### src/rtl/d8psk_pkg.sv
package d8psk_pkg;

  typedef logic [2:0] step_t;

  // strobes from control to datapath
  typedef struct packed {
    logic clear;
    logic shift;
    logic load;
  } ctlStrobes_t;

  // Gray conversion of a phase step into its tribit
  function automatic step_t grayMap(step_t s);
    return s ^ (s >> 1);
  endfunction

  // unique word entry k: three-bit reversal of k modulo 8
  function automatic step_t uwStep(int k);
    logic [2:0] b;
    b = 3'(k);
    return {b[0], b[1], b[2]};
  endfunction

endpackage

### src/rtl/d8psk_demap_dp.sv
module d8psk_demap_dp
  import d8psk_pkg::*;
#(
  parameter int UW_LEN   = 16,
  parameter int HDR_BITS = 24,
  parameter int MISS_W   = 5
) (
  input  logic              clk,
  input  logic              rstN,
  input  ctlStrobes_t       strobes,
  input  step_t             stepIdx,
  output logic [MISS_W-1:0] missCnt,
  output logic              bitValid,
  output logic              bitData,
  output logic              hdrBit,
  output logic              hdrDone
);

  localparam int CNT_W = $clog2(HDR_BITS + 1);

  step_t [UW_LEN-1:0] shReg;
  logic  [UW_LEN-1:0] missVec;
  step_t              triReg;
  logic  [1:0]        bitsLeft;
  logic  [CNT_W-1:0]  bitCnt;

  // step history, oldest entry at index 0
  always_ff @(posedge clk or negedge rstN) begin
    if (!rstN) begin
      shReg <= '0;
    end else if (strobes.clear) begin
      shReg <= '0;
    end else if (strobes.shift) begin
      for (int i = 0; i < UW_LEN - 1; i++) shReg[i] <= shReg[i+1];
      shReg[UW_LEN-1] <= stepIdx;
    end
  end

  // candidate window: history shifted by one with the incoming step appended
  for (genvar i = 0; i < UW_LEN; i++) begin : g_cmp
    localparam int SRC = (i < UW_LEN - 1) ? i + 1 : i;
    assign missVec[i] = (((i < UW_LEN - 1) ? shReg[SRC] : stepIdx) != uwStep(i));
  end

  always_comb begin
    missCnt = '0;
    for (int i = 0; i < UW_LEN; i++) missCnt = missCnt + MISS_W'(missVec[i]);
  end

  // tribit serializer and header counter
  always_ff @(posedge clk or negedge rstN) begin
    if (!rstN) begin
      triReg   <= '0;
      bitsLeft <= '0;
      bitCnt   <= '0;
      hdrDone  <= 1'b0;
    end else if (strobes.clear) begin
      triReg   <= '0;
      bitsLeft <= '0;
      bitCnt   <= '0;
      hdrDone  <= 1'b0;
    end else begin
      hdrDone <= (bitsLeft != 2'd0) && (bitCnt == CNT_W'(HDR_BITS - 1));
      if ((bitsLeft != 2'd0) && (bitCnt < CNT_W'(HDR_BITS))) bitCnt <= bitCnt + 1'b1;
      if (strobes.load) begin
        triReg   <= grayMap(stepIdx);
        bitsLeft <= 2'd3;
      end else if (bitsLeft != 2'd0) begin
        triReg   <= {triReg[1:0], 1'b0};
        bitsLeft <= bitsLeft - 1'b1;
      end
    end
  end

  assign bitValid = (bitsLeft != 2'd0);
  assign bitData  = triReg[2];
  assign hdrBit   = bitValid && (bitCnt < CNT_W'(HDR_BITS));

  always_comb begin
    if (strobes.load) begin
      AST_GRAY_ONE_STEP: assert ($countones(grayMap(stepIdx) ^ grayMap(stepIdx + 3'd1)) == 1);
    end
  end

  AST_BITS_NEED_LOAD: assert property (@(posedge clk) disable iff (!rstN)
    $rose(bitValid) |-> $past(strobes.load));

  AST_HDR_AFTER_BIT: assert property (@(posedge clk) disable iff (!rstN)
    hdrDone |-> ($past(hdrBit) && !hdrBit));

endmodule

### src/rtl/d8psk_sync_ctl.sv
module d8psk_sync_ctl
  import d8psk_pkg::*;
#(
  parameter int UW_LEN     = 16,
  parameter int SEARCH_WIN = 64,
  parameter int MAX_MISS   = 2,
  parameter int MISS_W     = 5
) (
  input  logic              clk,
  input  logic              rstN,
  input  logic              burstStart,
  input  logic              stepValid,
  input  logic [MISS_W-1:0] missCnt,
  output ctlStrobes_t       strobes,
  output logic              syncFound,
  output logic              noSync
);

  localparam int STEP_CNT_W = $clog2(UW_LEN + SEARCH_WIN);
  localparam int LAST_CNT   = UW_LEN + SEARCH_WIN - 2;

  typedef enum logic [1:0] {SEARCH, LOCKED, FAILED} syncState_t;

  syncState_t            state;
  logic [STEP_CNT_W-1:0] stepCnt;
  logic                  windowFull;
  logic                  hit;

  assign windowFull = (stepCnt >= STEP_CNT_W'(UW_LEN - 1));

  always_comb begin
    strobes.clear = burstStart;
    strobes.shift = stepValid && !burstStart && (state == SEARCH);
    strobes.load  = stepValid && !burstStart && (state == LOCKED);
  end

  assign hit = strobes.shift && windowFull && (missCnt <= MISS_W'(MAX_MISS));

  always_ff @(posedge clk or negedge rstN) begin
    if (!rstN) begin
      state   <= SEARCH;
      stepCnt <= '0;
    end else if (burstStart) begin
      state   <= SEARCH;
      stepCnt <= '0;
    end else if (strobes.shift) begin
      stepCnt <= stepCnt + 1'b1;
      if (hit) state <= LOCKED;
      else if (stepCnt == STEP_CNT_W'(LAST_CNT)) state <= FAILED;
    end
  end

  assign syncFound = (state == LOCKED);
  assign noSync    = (state == FAILED);

  AST_LOCK_NEEDS_FULL: assert property (@(posedge clk) disable iff (!rstN)
    $rose(syncFound) |-> ($past(stepCnt) >= STEP_CNT_W'(UW_LEN - 1)));

  AST_LOCK_MISS_LIMIT: assert property (@(posedge clk) disable iff (!rstN)
    $rose(syncFound) |-> ($past(missCnt) <= MISS_W'(MAX_MISS)));

  AST_LOCK_IN_WINDOW: assert property (@(posedge clk) disable iff (!rstN)
    $rose(syncFound) |-> ($past(stepCnt) <= STEP_CNT_W'(LAST_CNT)));

  AST_FAIL_AT_END: assert property (@(posedge clk) disable iff (!rstN)
    $rose(noSync) |-> ($past(stepCnt) == STEP_CNT_W'(LAST_CNT)));

  AST_CLEAR_FLAGS: assert property (@(posedge clk) disable iff (!rstN)
    burstStart |=> (!syncFound && !noSync));

endmodule

### src/rtl/d8psk_sync_demap.sv
module d8psk_sync_demap
  import d8psk_pkg::*;
#(
  parameter int UW_LEN     = 16,
  parameter int SEARCH_WIN = 64,
  parameter int MAX_MISS   = 2,
  parameter int HDR_BITS   = 24
) (
  input  logic       clk,
  input  logic       rstN,
  input  logic       burstStart,
  input  logic       stepValid,
  input  logic [2:0] stepIdx,
  output logic       syncFound,
  output logic       noSync,
  output logic       bitValid,
  output logic       bitData,
  output logic       hdrBit,
  output logic       hdrDone
);

  localparam int MISS_W = $clog2(UW_LEN + 1);

  ctlStrobes_t       strobes;
  logic [MISS_W-1:0] missCnt;

  d8psk_sync_ctl #(
    .UW_LEN(UW_LEN), .SEARCH_WIN(SEARCH_WIN), .MAX_MISS(MAX_MISS), .MISS_W(MISS_W)
  ) ctl_i (
    .clk(clk), .rstN(rstN), .burstStart(burstStart), .stepValid(stepValid),
    .missCnt(missCnt), .strobes(strobes), .syncFound(syncFound), .noSync(noSync)
  );

  d8psk_demap_dp #(
    .UW_LEN(UW_LEN), .HDR_BITS(HDR_BITS), .MISS_W(MISS_W)
  ) dp_i (
    .clk(clk), .rstN(rstN), .strobes(strobes), .stepIdx(stepIdx), .missCnt(missCnt),
    .bitValid(bitValid), .bitData(bitData), .hdrBit(hdrBit), .hdrDone(hdrDone)
  );

  AST_NO_BITS_UNLOCKED: assert property (@(posedge clk) disable iff (!rstN)
    bitValid |-> syncFound);

endmodule

### config.mk
export PLATFORM = sky130hd
export DESIGN_NAME = d8psk_sync_demap
export DESIGN_NICKNAME = d
export VERILOG_FILES = /design/src/rtl/d8psk_pkg.sv /design/src/rtl/d8psk_demap_dp.sv /design/src/rtl/d8psk_sync_ctl.sv /design/src/rtl/d8psk_sync_demap.sv
export SDC_FILE = /design/constraint.sdc
export NUM_CORES = 1
export LEC_CHECK = 0
export ABC_AREA = 1
export BUFFER_PORTS_ARGS = -buffer_cell sky130_fd_sc_hd__buf_2
export CORE_ASPECT_RATIO = 1.75
export CORE_MARGIN = 2
export CORE_UTILIZATION = 45
export CTS_BUF_LIST = sky130_fd_sc_hd__clkbuf_8
export DETAILED_ROUTE_END_ITERATION = 8
export PLACE_DENSITY = 0.72
export RECOVER_POWER = 100
export SLEW_MARGIN = 40
export SYNTH_ARGS = -nofsm -noshare
export SYNTH_HDL_FRONTEND = slang
export SYNTH_SLANG_ARGS = --single-unit
### constraint.sdc
create_clock -name clk -period 4.5 [get_ports clk]
set_clock_uncertainty 0.15 [all_clocks]
set_input_delay 0.45 -clock clk [delete_from_list [all_inputs] [get_ports clk]]
set_output_delay 0.45 -clock clk [all_outputs]
set_load 0.01 [all_outputs]
Yosys cells after proc, flatten, opt, wreduce, memory -nomap -nowiden
Cells that the tools add are included.
Storage, ports and cells
  input bits: 7
  flip-flop bits (word level): 65
  logic and storage cells: 95
  output and inout bits: 6
Cells by class
  add/sub/neg operators: 18
  bitwise logic cells: 1
  magnitude comparators: 3
  muxes and demuxes: 17
  reductions and logical operators: 17
  equal/unequal tests: 18
Operators by type and width (count)
  2-to-1 mux 48 bit: 2
  adder 5 x 1 -> 5 bit: 14
  inequality test 3 bit, second input constant: 8
  2-to-1 mux 2 bit: 7
  2-to-1 mux 7 bit: 2
  inequality test 3 x 2 -> 1 bit, second input constant: 4
  nonzero test 3 bit: 4
  2-to-1 mux 5 bit: 2
  2-to-1 mux 3 bit: 3
  adder 7 x 1 -> 7 bit, second input constant: 1
  equality test 7 bit, second input constant: 1
  >= comparator 7 x 4 -> 1 bit, second input constant: 1
  logical AND 1 bit: 7
  inequality test 3 x 1 -> 1 bit, second input constant: 2
  nonzero test 2 bit: 3
  adder 5 x 1 -> 5 bit, second input constant: 1
  equality test 5 bit, second input constant: 1
  <= comparator 5 x 2 -> 1 bit, second input constant: 1
  < comparator 5 bit, second input constant: 1
  bitwise XOR 3 x 2 -> 3 bit: 1
  adder 1 x 1 -> 2 bit: 1
  equality test 2 x 1 -> 1 bit, second input constant: 1
  equality test 2 bit, second input constant: 1
  zero test 2 bit: 1
  other kinds (4): 4

Longest topological paths before layout
Gate-level depths: netlist (run 1).
  depth in word-level cells: 21
  depth in mapped cells: 19

By module
From an unflattened synthesis (run 1), not the netlist that was laid out.
Second synthesis, totals
  cell total of the unflattened synthesis: 341
  area total of the unflattened synthesis: 3474.6 um2
Modules (own cells, without submodules)
  d8psk_demap_dp: cells each 268, instances 1, area each 2911.5 um2
  d8psk_sync_ctl: cells each 73, instances 1, area each 563.0 um2

Least setup slack after synthesis (run 1)
OpenSTA, ideal clock, no wires.
  path kind: flip-flop to flip-flop
  start: register dp_i.shReg[6] in the netlist's numbering
  end: register ctl_i.state[1]
  data arrival time: 4.137 ns
  slack: 0.094 ns
  required time: 4.231 ns
  stages on the path, launching flop included: 18
  path buffers: 0
  library setup time: 0.119 ns
  cells stage by stage: dfrtp_1 inv_1 nand3_1 ha_1 inv_1 fa_1 fa_1 fa_1 fa_1 inv_1 fa_1 fa_1 nand2_1 nand3_1 nor2_1 nand3_1 nand2_1 nor2_1
Between the ends
  word-level cells in the longest chain between the ends: 21
  elaborated cells on any way between the ends: 23
Ends and longest elaborated chain
  from (decl): RTL line d8psk_demap_dp.sv:21  | step_t [UW_LEN-1:0] shReg;
  from (signal, indexed assignment): RTL line d8psk_demap_dp.sv:35  | shReg[UW_LEN-1] <= stepIdx;
  inequality test 3 bit *: RTL line d8psk_demap_dp.sv:42  | assign missVec[i] = (((i < UW_LEN - 1) ? shReg[SRC] : stepIdx) != uwStep(i));
  adder 1 x 1 -> 2 bit *: RTL line d8psk_demap_dp.sv:47  | for (int i = 0; i < UW_LEN; i++) missCnt = missCnt + MISS_W'(missVec[i]);
  adder 5 x 1 -> 5 bit * (14 in a row): RTL line d8psk_demap_dp.sv:47
  <= comparator 5 x 2 -> 1 bit *: RTL line d8psk_sync_ctl.sv:37  | assign hit = strobes.shift && windowFull && (missCnt <= MISS_W'(MAX_MISS));
  logical AND 1 bit *: RTL line d8psk_sync_ctl.sv:37
  2-to-1 mux 2 bit: RTL line d8psk_sync_ctl.sv:48  | if (hit) state <= LOCKED;
  2-to-1 mux 2 bit: RTL line d8psk_sync_ctl.sv:46  | end else if (strobes.shift) begin
  2-to-1 mux 2 bit: RTL line d8psk_sync_ctl.sv:43  | end else if (burstStart) begin
  to (signal assigned): RTL line d8psk_sync_ctl.sv:44  | state <= SEARCH;
  to (signal assigned): RTL line d8psk_sync_ctl.sv:48
  to (signal assigned): RTL line d8psk_sync_ctl.sv:49  | else if (stepCnt == STEP_CNT_W'(LAST_CNT)) state <= FAILED;
  to (decl): RTL line d8psk_sync_ctl.sv:24  | syncState_t state;
Mark *: on every way between the ends. The rest lies on a longest branch, timed or not. The select of a mux whose other input is x is not followed.
A chain may end at the register's enable or synchronous reset.

Worst setup path after layout (run 1)
  start: register dp_i.shReg[7] in the netlist's numbering
  end: register ctl_i.state[1]
Same word-level chain as after synthesis.

==> results.sh, run 1 <==
export IMPL_min_path_type="input pin to flop"
export IMPL_fp_row_count=40
export IMPL_crit_fanout=2
export IMPL_viasPerCell=5.15
export IMPL_cp_start_kind="flop"
export IMPL_ys_ff_latch=65
export IMPL_tightest_slew_ns=3.41
export IMPL_clk_latency_ns=0.36
export IMPL_fin_hold_ws_ns=0.187
export IMPL_holdCritStartpoint="stepIdx[0]"
export IMPL_track_usage_pct=18.3
export IMPL_clockBufferDepth=2
export IMPL_nFillCells=632
export IMPL_avgSynthCellArea_sq_um=9.57
export IMPL_hold_viol=0
export IMPL_antenna_found_initial=0
export IMPL_place_ws_ns=-0.118
export IMPL_fin_crit_sh_pct=99.3
export IMPL_syn_cell_area_sq_um=3100
export IMPL_grt_pass1_wl_um=10400
export IMPL_hold_end="dp_i.shReg[45]"
export IMPL_total_power_mw=1.32
export IMPL_layout_nets=372
export IMPL_port_buffers=12
export IMPL_arrival_ns=4.57
export IMPL_clkSlewWorstSetupHoldPaths_ns=0.07
export IMPL_grt_max_degree=66
export IMPL_wire_per_inst_um=13.8
export IMPL_cts_tree="done"
export IMPL_synth_area_top_cells="dfrtp_1 52%, o22ai_1 8.9%, inv_1 8.2%"
export IMPL_end_kind="flop"
export IMPL_gp_congestion=0.782
export IMPL_n_antenna_cell=0
export IMPL_routed_wl_um=5970
export IMPL_drtPass1Iterations=4
export IMPL_core_area_sq_um=6760
export IMPL_yosys_area_top_type="dfrtp_1"
export IMPL_worstRegToRegCells=17
export IMPL_htreeDepth=3
export IMPL_slew_viol_final=66
export IMPL_r2r_setup_slack_ns=0.03
export IMPL_hold_buffers=0
export IMPL_grt_setup_unrepaired="true"
export IMPL_netlist_instances=324
export IMPL_whs_path_depth=3
export IMPL_r2r_end="ctl_i.state[1]"
export IMPL_ant_nets=0
export IMPL_overflow=0
export IMPL_yosysWarnings=0
export IMPL_yosysTopAreaCellShare_pct=52.5
export IMPL_io_pins=13
export IMPL_cts_made_buffers=9
export IMPL_cp_required_ns=4.60
export IMPL_grt_pass1_vias=2335
export IMPL_violations="max-capacitance violations, max-slew violations"
export IMPL_die_width_um=66.7
export IMPL_drc=0
export IMPL_total_leakage_power_nw=1.62
export IMPL_worstSetupPathType="flop to flop"
export IMPL_vdd_drop_max_mv=0.353
export IMPL_finalSetupViolations=0
export IMPL_timing_rr_start="dp_i.shReg[7]"
export IMPL_syn_nets=351
export IMPL_max_slew_margin_pct=-128
export IMPL_setup_ws_ns=0.0304
export IMPL_status="complete, but fails checks"
export IMPL_die_y_um=114
export IMPL_dp_hpwl_um=4050
export IMPL_dr_first_iter_drc_count=35
export IMPL_ys_seq_area_share_pct=52.5
export IMPL_start_util_pct=45.9
export IMPL_tns_ns=0
export IMPL_clockRootBuffer="clkbuf_8"
export IMPL_synth_cell_types=25
export IMPL_drive_gt1_share_pct=13.1
export IMPL_die_area_sq_um=7590
export IMPL_vias=2237
export IMPL_syn2layout_area_growth_pct=12.4
export IMPL_clkSinkCount=65
export IMPL_maxCapViolCount=1
export IMPL_fin_crit_ns=4.47
export IMPL_powerDensity_nw_per_um2=378
export IMPL_fmax_ghz=0.224
cell families after synthesis:
kind of cell / Yosys count / synth area share [%]
simple gates: 87 / 12.2
compound gates: 67 / 12.9
xor+xnor: 3 / 0.848
buf+inv: 82 / 11.1
fa+ha+maj: 20 / 10.5
flops: 65 / 52.5
layout by cell type, fill, tap and decap left out, drive strengths merged:
master | netlist | routed
clkinv | 0 | 1
nor2 | 20 | 20
inv | 72 | 74
ha | 10 | 10
clkbuf | 1 | 19
fa | 10 | 10
o21ai | 16 | 16
bufinv | 0 | 1
o22ai | 44 | 44
buf | 9 | 13
o211ai | 1 | 1
nand4 | 2 | 2
xor2 | 1 | 1
xnor2 | 2 | 2
a211oi | 1 | 1
nand3 | 14 | 14
dfrtp | 65 | 65
a21oi | 5 | 5
nand3b | 1 | 1
nor3 | 12 | 12
nand2 | 38 | 38
layout make-up:
| cell class | count | area (sq um) | area share (%) |
|---|---|---|---|
| Multi-Input combinational cell | 177 | 1160 | 33.4 |
| Sequential cell | 65 | 1630 | 46.7 |
| Inverter | 72 | 270 | 7.76 |
| Clock buffer | 12 | 165 | 4.74 |
| Tap cell | 84 | 105 | 3.02 |
| Timing Repair Buffer | 20 | 109 | 3.12 |
| Clock inverter | 4 | 42.5 | 1.22 |
worst max path at each step:
stage                  startpoint             end
floorplan           dp_i.shReg[6]  ctl_i.state[1]
CTS                 dp_i.shReg[3]  ctl_i.state[1]
detailed placement  dp_i.shReg[3]  ctl_i.state[1]
global route        dp_i.shReg[7]  ctl_i.state[1]
global placement    dp_i.shReg[5]  ctl_i.state[1]
finish              dp_i.shReg[7]  ctl_i.state[1]
flip-flops by register name, indices dropped and copies added, names as in the netlist:
name	flops
dp_i.bitCnt	5
dp_i.hdrDone	1
dp_i.bitsLeft	2
dp_i.shReg	45
ctl_i.state	2
ctl_i.stepCnt	7
dp_i.triReg	3
Yosys cell counts:
master,count
nand2_1,35
o21ai_0,6
nand2_2,3
o22ai_1,44
a211oi_1,1
buf_6,4
nand3b_1,1
o21ai_1,10
nor2_1,19
clkbuf_1,1
xnor2_1,2
buf_2,5
nand3_1,14
fa_1,10
a21oi_2,1
inv_2,4
xor2_1,1
inv_1,68
nand4_1,2
nor3_1,12
a21oi_1,4
dfrtp_1,65
o211ai_1,1
nor2_2,1
ha_1,10
layer usage:
layer  up-vias  routed length, um  global-route usage [%]
met5         -                  0                       0
met4         0                219                    11.8
met2        24               3170                    29.8
met3        18                142                    3.85
li1       1095                  -                       -
met1      1100               2440                    21.4
report_power, final:
group,internal (mW),leakage [nW],switching [mW]
logic,0.0558,0.604,0.123
registers,0.608,0.900,0.0140
clock network,0.296,0.115,0.218
total,0.961,1.62,0.355
stage by stage:
step / cell area [sq um] / utilization, % / cells
floorplan: 3100 / - / 324
global placement: 3240 / 47.9 / 416
detailed placement: 3250 / 48.0 / 416
CTS: 3460 / 51.1 / 432
global route: 3480 / 51.6 / 434
finish: 3480 / 51.6 / 434
critical path: stages, from the launching register on:
cell	delay, ns
dfrtp_1	0.37
inv_2	0.06
nand3_2	0.09
ha_4	0.27
inv_2	0.03
fa_1	0.50
fa_1	0.58
fa_1	0.44
fa_1	0.51
inv_2	0.05
fa_2	0.37
fa_1	0.47
nand2_1	0.11
nand3_2	0.07
nor2_1	0.08
nand3_1	0.10
nand2_1	0.08
nor2_1	0.04
timing repair:
action                                  in CTS  in global routing
hold endpoints to repair                     0                  0
setup buffers                                0                  2
gates cloned                                 0                  0
resized for setup                            1                 11
pin swaps                                    4                 13
endpoints found under the setup margin       2                  2
Note: power is estimated with default switching activity, not from simulation.
==> run 2: changes to the inputs <==
- CORE_UTILIZATION: 45 -> 40
- PLACE_DENSITY: 0.72 -> 0.66
==> results.sh, run 2 (synthesis gave the netlist of run 1 again) <==
export IMPL_status="complete, but fails checks"
export IMPL_violations="max-capacitance violations, max-slew violations"
export IMPL_design_area_sq_um=3500
export IMPL_die_y_um=120
export IMPL_clkPwrFrac_pct=39.6
export IMPL_end_kind="flop"
export IMPL_powerDensity_nw_per_um2=383
export IMPL_clkSinkCount=65
export IMPL_fin_crit_ns=4.36
export IMPL_die_area_sq_um=8500
export IMPL_holdCritStartpoint="stepIdx[0]"
export IMPL_fmax_ghz=0.229
export IMPL_ant_nets=0
export IMPL_cp_start_kind="flop"
export IMPL_total_leakage_power_nw=1.64
export IMPL_fin_crit_sh_pct=96.9
export IMPL_clk_latency_ns=0.35
export IMPL_worstSetupPathType="flop to flop"
export IMPL_drive_gt1_share_pct=13.4
export IMPL_grt_pass1_vias=2331
export IMPL_r2r_end="ctl_i.state[1]"
export IMPL_place_ws_ns=-0.0799
export IMPL_clkSlewWorstSetupHoldPaths_ns=0.07
export IMPL_crit_fanout=2
export IMPL_min_path_type="input pin to flop"
export IMPL_layout_nets=373
export IMPL_swShare_pct=26.2
export IMPL_htreeDepth=3
export IMPL_grt_setup_unrepaired="true"
export IMPL_hold_viol=0
export IMPL_top_regs="dp_i.shReg x45, ctl_i.stepCnt x7, dp_i.bitCnt x5"
export IMPL_core_area_sq_um=7570
export IMPL_cp_required_ns=4.59
export IMPL_power_frac_comb_pct=14.0
export IMPL_max_slew_margin_pct=-19.8
export IMPL_whs_path_depth=3
export IMPL_routed_wl_um=5970
export IMPL_pwr_share_seq_pct=46.4
export IMPL_timing_rr_start="dp_i.shReg[3]"
export IMPL_total_power_mw=1.34
export IMPL_slew_viol_final=33
export IMPL_vias=2245
export IMPL_dr_first_iter_drc_count=48
export IMPL_met2_usage_pct=27.1
export IMPL_port_buffers=12
export IMPL_worstRegToRegCells=17
export IMPL_p_sw_uw=352
export IMPL_cts_tree="done"
export IMPL_layout_common_cells="66 x inv_1, 65 x dfrtp_1, 44 x o22ai_1, 36 x nand2_1, 19 x nor2_1"
export IMPL_use_met3_pct=4.08
export IMPL_arrival_ns=4.45
export IMPL_cts_made_buffers=9
export IMPL_dp_hpwl_um=4120
export IMPL_n_antenna_cell=0
export IMPL_grt_busiest_layer="met2"
export IMPL_vdd_drop_max_mv=0.285
export IMPL_fp_row_count=42
export IMPL_largest_register_ffs=45
export IMPL_tightest_slew_ns=1.80
export IMPL_maxCapViolCount=1
export IMPL_clockRootBuffer="clkbuf_8"
export IMPL_hold_end="dp_i.shReg[45]"
export IMPL_start_util_pct=41.0
export IMPL_grt_pass1_wl_um=10400
export IMPL_antenna_found_initial=0
export IMPL_grt_max_degree=52
export IMPL_drc=0
export IMPL_r2r_setup_slack_ns=0.14
export IMPL_gp_congestion=0.764
export IMPL_p_int_uw=990
export IMPL_clockBufferDepth=2
export IMPL_place_area_sq_um=3250
export IMPL_top_register="dp_i.shReg"
export IMPL_syn2layout_area_growth_pct=13.0
export IMPL_die_width_um=70.5
export IMPL_track_usage_pct=15.8
export IMPL_finalSetupViolations=0
export IMPL_setup_ws_ns=0.141
export IMPL_layout_commonest_cell="inv_1"
export IMPL_viasPerCell=5.13
export IMPL_overflow=0
export IMPL_grt_use_met1_pct=17.8
export IMPL_drtPass1Iterations=6
export IMPL_io_pins=13
export IMPL_wire_per_inst_um=13.6
-- run 2: cell count changes in the layout (fill, tap and decap cells not counted), moves of 2 or more --
cell      previous run  this run
clkbuf_1             7         2
buf_2                6        10
clkbuf_8            12        10
inv_1               64        66
inv_2               10         8
-- run 2: per-stage QoR --
| step | util [%] | hold WS [ns] | cells | TNS, ns |
|---|---|---|---|---|
| 5_1_grt | 46.3 | 0.200 | 438 | -0.0443 |
| 3_3_place_gp | 42.9 | 0.306 | 421 | -0.0150 |
| 4_1_cts | 45.8 | 0.0161 | 436 | 0 |
| 6_report | 46.3 | 0.193 | 438 | 0 |
| 2_1_floorplan | - | 0.00441 | 324 | 0 |
| 3_5_place_dp | 43.0 | 0.314 | 421 | -0.135 |
-- run 2: cell type report --
| cell class | count | area, sq um |
|---|---|---|
| clock buffer | 10 | 138 |
| multi-input combinational | 177 | 1160 |
| clock inverter | 5 | 72.6 |
| tap | 88 | 110 |
| inverter | 72 | 270 |
| sequential | 65 | 1630 |
| fill | 751 | 4070 |
| timing repair buffer | 21 | 128 |
-- run 2: how the worst max path moves through the flow --
stage,start,end,slack [ns],cells after the start
5_1_grt,dp_i.shReg[5],ctl_i.state[1],-0.04,17
6_report,dp_i.shReg[3],ctl_i.state[1],0.14,17
3_3_place_gp,dp_i.shReg[5],ctl_i.state[1],-0.01,17
2_1_floorplan,dp_i.shReg[6],ctl_i.state[1],0.09,17
4_1_cts,dp_i.shReg[3],ctl_i.state[1],0.02,17
3_5_place_dp,dp_i.shReg[3],ctl_i.state[1],-0.08,17
-- run 2: per-layer routing --
| layer | wire (um) | vias to the layer above |
|---|---|---|
| met5 | 0 | - |
| met4 | 141 | 0 |
| met3 | 177 | 9 |
| met2 | 3180 | 30 |
| met1 | 2470 | 1103 |
| li1 | - | 1103 |
-- run 2: timing repair --
item | 4_1_cts | 5_1_grt
pin swaps | 3 | 12
resized for setup | 1 | 8
endpoints found under the setup margin | 2 | 2
gates cloned | 0 | 0
hold endpoints to repair | 0 | 31
hold buffers | 0 | 1
buffers inserted | 0 | 1
-- run 2: critical path, cell delays in order (launching register included) --
cell and delay [ns]:
dfrtp_1 0.37, inv_2 0.06, nand3_2 0.09, ha_4 0.27
inv_2 0.03, fa_1 0.54, fa_1 0.44, fa_1 0.48
fa_1 0.51, inv_2 0.04, fa_2 0.37, fa_1 0.46
nand2_1 0.08, nand3_1 0.07, nor2_1 0.09, nand3_1 0.10
nand2_1 0.07, nor2_1 0.04
-- run 2: power by group through the flow --
| stage | combinational (mW) | sequential [mW] | clock [mW] |
|---|---|---|---|
| after detailed placement | 0.190 | 0.633 | 0 |
| after global routing | 0.217 | 0.625 | 0.567 |
| after floorplan | 0.135 | 0.630 | 0 |
| after CTS | 0.192 | 0.623 | 0.546 |
| final | 0.188 | 0.623 | 0.532 |
| after global placement | 0.185 | 0.633 | 0 |
